**config.mk**
```make
export PLATFORM = sky130hd
export DESIGN_NAME = crtc_timing
export DESIGN_NICKNAME = d
export VERILOG_FILES = /design/src/rtl/crtc_pkg.sv /design/src/rtl/crtc_regfile.sv /design/src/rtl/crtc_span.sv /design/src/rtl/crtc_timing.sv
export SDC_FILE = /design/constraint.sdc
export NUM_CORES = 1
export LEC_CHECK = 0
export BUFFER_PORTS_ARGS = -buffer_cell sky130_fd_sc_hd__buf_2
export CAP_MARGIN = 20
export CORE_MARGIN = 3
export CORE_UTILIZATION = 50
export CTS_CLUSTER_SIZE = 28
export DETAILED_ROUTE_END_ITERATION = 8
export PLACE_DENSITY = 0.64
export SLEW_MARGIN = 20
export SYNTH_ARGS = -nofsm -noshare
export SYNTH_HDL_FRONTEND = slang
export SYNTH_SLANG_ARGS = --single-unit
```
**constraint.sdc**
```tcl
create_clock -name clk_i -period 9.8 [get_ports clk_i]
set_clock_uncertainty 0.2 [all_clocks]
set_input_delay 1.47 -clock clk_i [delete_from_list [all_inputs] [get_ports clk_i]]
set_output_delay 1.47 -clock clk_i [all_outputs]
set_load 0.05 [all_outputs]
```
**src/rtl/crtc_pkg.sv**
```systemverilog
package crtc_pkg;
  localparam int IDX_W = 5;
  localparam int LOCK_SPAN = 8;

  localparam logic [IDX_W-1:0] IDX_HTOT   = 5'h00;
  localparam logic [IDX_W-1:0] IDX_HDE    = 5'h01;
  localparam logic [IDX_W-1:0] IDX_HBS    = 5'h02;
  localparam logic [IDX_W-1:0] IDX_HBE    = 5'h03;
  localparam logic [IDX_W-1:0] IDX_HSS    = 5'h04;
  localparam logic [IDX_W-1:0] IDX_HSE    = 5'h05;
  localparam logic [IDX_W-1:0] IDX_VTOT   = 5'h06;
  localparam logic [IDX_W-1:0] IDX_OVF    = 5'h07;
  localparam logic [IDX_W-1:0] IDX_SCAN   = 5'h09;
  localparam logic [IDX_W-1:0] IDX_STA_HI = 5'h0C;
  localparam logic [IDX_W-1:0] IDX_STA_LO = 5'h0D;
  localparam logic [IDX_W-1:0] IDX_VSS    = 5'h10;
  localparam logic [IDX_W-1:0] IDX_VSE    = 5'h11;
  localparam logic [IDX_W-1:0] IDX_VDE    = 5'h12;
  localparam logic [IDX_W-1:0] IDX_PITCH  = 5'h13;
  localparam logic [IDX_W-1:0] IDX_VBS    = 5'h15;
  localparam logic [IDX_W-1:0] IDX_VBE    = 5'h16;

  typedef struct packed {
    logic [7:0]  htot;
    logic [7:0]  hde;
    logic [7:0]  hbs;
    logic [4:0]  hbe;
    logic [7:0]  hss;
    logic [4:0]  hse;
    logic [9:0]  vtot;
    logic [9:0]  vde;
    logic [9:0]  vbs;
    logic [7:0]  vbe;
    logic [9:0]  vss;
    logic [3:0]  vse;
    logic        dbl;
    logic [15:0] start;
    logic [7:0]  pitch;
  } crtc_cfg_t;
endpackage

```
**src/rtl/crtc_regfile.sv**
```systemverilog
module crtc_regfile
  import crtc_pkg::*;
(
  input  logic             clk_i,
  input  logic             rst_ni,
  input  logic             wr_en_i,
  input  logic [IDX_W-1:0] wr_idx_i,
  input  logic [7:0]       wr_data_i,
  output crtc_cfg_t        cfg_o
);
  crtc_cfg_t cfg_q;
  logic      lock_q;
  logic      blocked;

  assign blocked = lock_q && (wr_idx_i < IDX_W'(LOCK_SPAN));

  always_ff @(posedge clk_i or negedge rst_ni) begin
    if (!rst_ni) begin
      cfg_q  <= '0;
      lock_q <= 1'b0;
    end else if (wr_en_i && !blocked) begin
      case (wr_idx_i)
        IDX_HTOT:   cfg_q.htot <= wr_data_i;
        IDX_HDE:    cfg_q.hde  <= wr_data_i;
        IDX_HBS:    cfg_q.hbs  <= wr_data_i;
        IDX_HBE:    cfg_q.hbe  <= wr_data_i[4:0];
        IDX_HSS:    cfg_q.hss  <= wr_data_i;
        IDX_HSE:    cfg_q.hse  <= wr_data_i[4:0];
        IDX_VTOT:   cfg_q.vtot[7:0] <= wr_data_i;
        IDX_OVF: begin
          // high bits of the vertical values, spread over one register
          cfg_q.vtot[8] <= wr_data_i[0];
          cfg_q.vde[8]  <= wr_data_i[1];
          cfg_q.vss[8]  <= wr_data_i[2];
          cfg_q.vbs[8]  <= wr_data_i[3];
          cfg_q.vtot[9] <= wr_data_i[5];
          cfg_q.vde[9]  <= wr_data_i[6];
          cfg_q.vss[9]  <= wr_data_i[7];
        end
        IDX_SCAN: begin
          cfg_q.dbl    <= wr_data_i[7];
          cfg_q.vbs[9] <= wr_data_i[5];
        end
        IDX_STA_HI: cfg_q.start[15:8] <= wr_data_i;
        IDX_STA_LO: cfg_q.start[7:0]  <= wr_data_i;
        IDX_VSS:    cfg_q.vss[7:0] <= wr_data_i;
        IDX_VSE: begin
          cfg_q.vse <= wr_data_i[3:0];
          lock_q    <= wr_data_i[7];
        end
        IDX_VDE:    cfg_q.vde[7:0] <= wr_data_i;
        IDX_PITCH:  cfg_q.pitch <= wr_data_i;
        IDX_VBS:    cfg_q.vbs[7:0] <= wr_data_i;
        IDX_VBE:    cfg_q.vbe <= wr_data_i;
        default: ;
      endcase
    end
  end

  assign cfg_o = cfg_q;
endmodule

```
**src/rtl/crtc_span.sv**
```systemverilog
module crtc_span #(
  parameter int POS_W = 10,
  parameter int END_W = 5
) (
  input  logic             clk_i,
  input  logic             rst_ni,
  input  logic             adv_i,
  input  logic [POS_W-1:0] pos_i,
  input  logic [POS_W-1:0] start_i,
  input  logic [END_W-1:0] end_i,
  output logic             act_o
);
  logic act_q;

  // start is a full compare, end only looks at the low END_W bits
  always_ff @(posedge clk_i or negedge rst_ni) begin
    if (!rst_ni)    act_q <= 1'b0;
    else if (adv_i) act_q <= act_q ? (pos_i[END_W-1:0] != end_i) : (pos_i == start_i);
  end

  assign act_o = act_q;
endmodule

```
**src/rtl/crtc_timing.sv**
```systemverilog
module crtc_timing
  import crtc_pkg::*;
#(
  parameter int HCNT_W = 9,
  parameter int VCNT_W = 10,
  parameter int ADDR_W = 16
) (
  input  logic              clk_i,
  input  logic              rst_ni,
  input  logic              wr_en_i,
  input  logic [IDX_W-1:0]  wr_idx_i,
  input  logic [7:0]        wr_data_i,
  input  logic              hsync_pol_i,
  input  logic              vsync_pol_i,
  output logic [HCNT_W-1:0] hcount_o,
  output logic [VCNT_W-1:0] vcount_o,
  output logic              de_o,
  output logic              blank_o,
  output logic              hsync_o,
  output logic              vsync_o,
  output logic [ADDR_W-1:0] fetch_addr_o
);
  localparam int HPOS_W = HCNT_W + 1;
  localparam int VPOS_W = VCNT_W + 1;

  crtc_cfg_t cfg;

  crtc_regfile u_regs (
    .clk_i    (clk_i),
    .rst_ni   (rst_ni),
    .wr_en_i  (wr_en_i),
    .wr_idx_i (wr_idx_i),
    .wr_data_i(wr_data_i),
    .cfg_o    (cfg)
  );

  logic [HCNT_W-1:0] h_q, h_next, h_last;
  logic [VCNT_W-1:0] v_q, v_next, v_last;
  logic [ADDR_W-1:0] line_addr_q;
  logic              h_wrap, v_wrap;

  assign h_last = HCNT_W'(cfg.htot) + HCNT_W'(4);
  assign v_last = VCNT_W'(cfg.vtot) + VCNT_W'(1);
  assign h_wrap = (h_q == h_last);
  assign v_wrap = h_wrap && (v_q == v_last);
  assign h_next = h_wrap ? '0 : h_q + HCNT_W'(1);
  assign v_next = v_wrap ? '0 : (h_wrap ? v_q + VCNT_W'(1) : v_q);

  always_ff @(posedge clk_i or negedge rst_ni) begin
    if (!rst_ni) begin
      h_q         <= '0;
      v_q         <= '0;
      line_addr_q <= '0;
    end else begin
      h_q <= h_next;
      v_q <= v_next;
      if (v_wrap)
        line_addr_q <= ADDR_W'(cfg.start);
      else if (h_wrap && (!cfg.dbl || !v_next[0]))
        line_addr_q <= line_addr_q + ADDR_W'({cfg.pitch, 1'b0});
    end
  end

  // window flags, each aligned with the current counter value
  logic hb_act, hs_act, vb_act, vs_act;

  crtc_span #(.POS_W(HPOS_W), .END_W(5)) u_hblank (
    .clk_i(clk_i), .rst_ni(rst_ni), .adv_i(1'b1),
    .pos_i({1'b0, h_next}), .start_i(HPOS_W'(cfg.hbs) + HPOS_W'(1)),
    .end_i(cfg.hbe), .act_o(hb_act)
  );

  crtc_span #(.POS_W(HPOS_W), .END_W(5)) u_hsync (
    .clk_i(clk_i), .rst_ni(rst_ni), .adv_i(1'b1),
    .pos_i({1'b0, h_next}), .start_i(HPOS_W'(cfg.hss)),
    .end_i(cfg.hse), .act_o(hs_act)
  );

  crtc_span #(.POS_W(VPOS_W), .END_W(8)) u_vblank (
    .clk_i(clk_i), .rst_ni(rst_ni), .adv_i(h_wrap),
    .pos_i({1'b0, v_next}), .start_i(VPOS_W'(cfg.vbs) + VPOS_W'(1)),
    .end_i(cfg.vbe), .act_o(vb_act)
  );

  crtc_span #(.POS_W(VPOS_W), .END_W(4)) u_vsync (
    .clk_i(clk_i), .rst_ni(rst_ni), .adv_i(h_wrap),
    .pos_i({1'b0, v_next}), .start_i(VPOS_W'(cfg.vss)),
    .end_i(cfg.vse), .act_o(vs_act)
  );

  logic de_d;
  assign de_d = (h_q <= HCNT_W'(cfg.hde)) && (v_q <= VCNT_W'(cfg.vde));

  logic hs_q, vs_q;

  always_ff @(posedge clk_i or negedge rst_ni) begin
    if (!rst_ni) begin
      hcount_o     <= '0;
      vcount_o     <= '0;
      de_o         <= 1'b0;
      blank_o      <= 1'b0;
      hs_q         <= 1'b0;
      vs_q         <= 1'b0;
      fetch_addr_o <= '0;
    end else begin
      hcount_o     <= h_q;
      vcount_o     <= v_q;
      de_o         <= de_d;
      blank_o      <= hb_act || vb_act;
      hs_q         <= hs_act;
      vs_q         <= vs_act;
      fetch_addr_o <= line_addr_q;
    end
  end

  assign hsync_o = hs_q ~^ hsync_pol_i;
  assign vsync_o = vs_q ~^ vsync_pol_i;
endmodule

```
==> results.md <==
- Worst reg2reg path depth: 10
- Max-slew violations: 0
- Die area: about 22,000 um^2
- Post-Synth XOR/XNOR Area: 0.0810
- GR Overflow Total: 0
- CP Max Fanout: 11
- Resize count post-CTS: 0
- Syn Nets: a little under 1,000
- Kind of start point of the critical path: flop
- Die Width: ~150 um
- Primary FF master, synth: dfrtp_1
- Final setup violation count: 0
- Synth async-reset ratio: 1.00
- Hold Path Depth: 0
- Commonest non-fill, non-tap cells in the layout: dfrtp_1, mux2_2, nor2_1
- Post-DP Area: roughly 11,000 um^2
- Clock Latency Late Sink: about 0.45 ns
- Nets: around 1,000
- Gpl congestion: 0.900
- Routed wire length: about 25,000 um
- Clock buffer depth: 2
- P_leak: roughly 0.005 uW
- Hold Path Class: flop to flop
- IO buf count: between 50 and 60
- Antenna violations before repair: 0
- All-Layer GR Usage: 0.239
- Final ANT Viol Nets: 0
- Largest cells by area after synthesis: dfrtp_1, mux2_2, xnor2_1
- Area of the multi-input gates: roughly 4900 um^2
- Drt initial violations: roughly 470
- Height of the die: 149 um
- Clock root cell: clkbuf_16
- Total negative slack: 0 ns
- Crit end category: flop
- Most common cell after layout, fill and taps aside: dfrtp_1
- Post-layout util: 0.571
- Layout cell share with drive strength beyond 1: 0.224
- Post-synthesis mux area share: 0.135
- P&R area growth vs syn: 10.7%
- DRC Markers: 0
- Maxcap violations: 0
- Run status: finished clean
- Via count: 7,285
- Register Area: between 4000 and 5000 um^2
- Core Rows: between 50 and 60
- Pin count of the biggest net entering global routing: between 100 and 150
- Cells after Synth: a little over 900
- EDFF count, synth: 0
- RSZ-0062 raised after global routing: false
- Synthesized cell area: between 10,000 and 15,000 um^2
- Clk sinks: 198
- Number of CTS-inserted buffers: 17
- Fraction of the cycle the final worst path needs: 0.383
- Adder-cell share of the synthesized area: 0.0414
- Post-Synth Simple-Gate Area: 0.132
- DP HPWL: approximately 17,000 um
- Main combinational cell family by area after synthesis: multiplexers
- YS warnings: 0
- Maximum vdd drop: about 0.00014 V
- # diodes: 0
- Post-route minimum period: 3.75 ns
- Worst Slack Setup Final: 6.05 ns
- DR WL/cell: ~20 um
- FMAX: 0.266 GHz
- Pre-Repair DR Iteration Count: 5
- Data arrival time of the worst path: just under 4 ns
- #FFs+latches synth: approximately 200
- Slew Limit Headroom: 0.316
- Ports: 57
- Post-synth top area cell: dfrtp_1
- TritonCTS clock tree: done
- PD cells: approximately 260 nW/um^2
- Via-per-instance ratio: approximately 5.8
- First-pass GRT wire length: just over 40,000 um
- Final number of hold-violating endpoints: 0
- Synth unique cells: a little under 70
- Post-synthesis compound-gate area fraction: 0.0954
- Slew @ Worst Pin: between 1 and 1.5 ns
- Post-CTS Setup Inserts: 0
- Fillers: roughly 1,700
- Post-synth top area share: 0.488
- Finished Cell Area: between 10,000 and 15,000 um^2
- Initial core utilization: 0.515
- Clock-pin slew on the worst setup and hold paths: ~0.070 ns
- Core Region: roughly 20,000 um^2
- Setup Slack @ Placement: 6.14 ns
- Final Power: roughly 2900 uW
- Hold_buf cts: 0
- Vias in the first global route: just over 7,000
- Syn_area_per_cell: 11.0 um^2
- Worst Path Required: 9.94 ns
- CP Class: flop to flop
- H-Tree Depth: 4
- Register area share after synthesis: 0.488
-- per-layer routing --
| metal | vias up | part of all wire | global-route usage | wire length [um] |
|---|---|---|---|---|
| met5 | - | 0 | 0 | 0 |
| met4 | 0 | 0.014 | 0.0605 | 342 |
| met3 | 25 | 0.053 | 0.0433 | 1330 |
| met2 | 207 | 0.45 | 0.361 | 11300 |
| met1 | 3675 | 0.48 | 0.360 | 12100 |
| li1 | 3378 | - | - | - |
-- layout make-up --
cell class,count,area share
flip-flops and latches,198,0.440
repair buffers,59,0.0277
clock buffers,18,0.0381
multi-input cells,659,0.438
well taps,265,0.0295
clock inverters,14,0.0143
inverters,37,0.0123
-- Yosys cell counts, drive strengths merged (4+ instances only) --
master	n
and3	12
o31ai	4
and2	4
nand3	34
nand2b	7
a21oi	42
xnor2	57
nor2b	11
o22ai	5
clkbuf	23
mux2	118
ha	32
nand3b	6
mux2i	4
nor2	73
o32ai	5
dfrtp	198
nand4	12
nand2	55
nor4	8
o21ai	32
or2	5
o21a	12
a22o	5
buf	9
xor2	37
nor3	19
inv	37
a21o	4
-- final timing paths --
path                                   start           endpoint  slack, ns
hold / removal                line_addr_q[0]    fetch_addr_o[0]       0.18
hold reg to reg               line_addr_q[0]    fetch_addr_o[0]       0.18
setup / recovery           u_regs.cfg_o[113]     u_vblank.act_o       6.05
setup reg to reg           u_regs.cfg_o[113]     u_vblank.act_o       6.05
max in group asynchronous             rst_ni  u_regs.cfg_o[115]       6.80
min in group asynchronous             rst_ni               de_o       0.92
-- power by group --
group | internal (uW) | switching [uW] | total, uW
clock | 363 | 345 | 708
sequential | 1010 | 191 | 1200
combinational | 399 | 585 | 983
-- registers in the layout (all words and copies together) (netlist names), 9 cells and up --
name	cells
v_q	10
line_addr_q	16
fetch_addr_o	16
h_q	9
vcount_o	10
u_regs.cfg_o	119
hcount_o	9
-- cell families (layout without fill, tap and decap cells) --
| kind of cell | after synthesis | count (layout) |
|---|---|---|
| adder cells (fa/ha/maj) | 33 | 33 |
| XOR/XNOR | 94 | 94 |
| flip-flops | 198 | 198 |
| buffers and inverters | 69 | 128 |
| multiplexers | 122 | 122 |
| AND/OR/NAND/NOR | 265 | 265 |
| AO/OA/AOI/OAI | 145 | 145 |
-- stage by stage --
step	cells	hold WS [ns]
3_3_place_gp	1218	0.167
4_1_cts	1250	0.178
3_5_place_dp	1218	0.158
6_report	1250	0.176
5_1_grt	1250	0.196
2_1_floorplan	926	0.149
-- critical path, stage by stage, from the launching register on --
cell      delay (ns)
dfrtp_1         0.43
ha_1            0.32
xor2_1          0.16
nor4_1          0.26
nand2_1         0.14
nand4b_1        0.66
nor2_1          0.53
a22o_1          0.23
xnor2_1         0.13
mux2_2          0.36
o31ai_1         0.23
(Power assumes the default switching activity.)
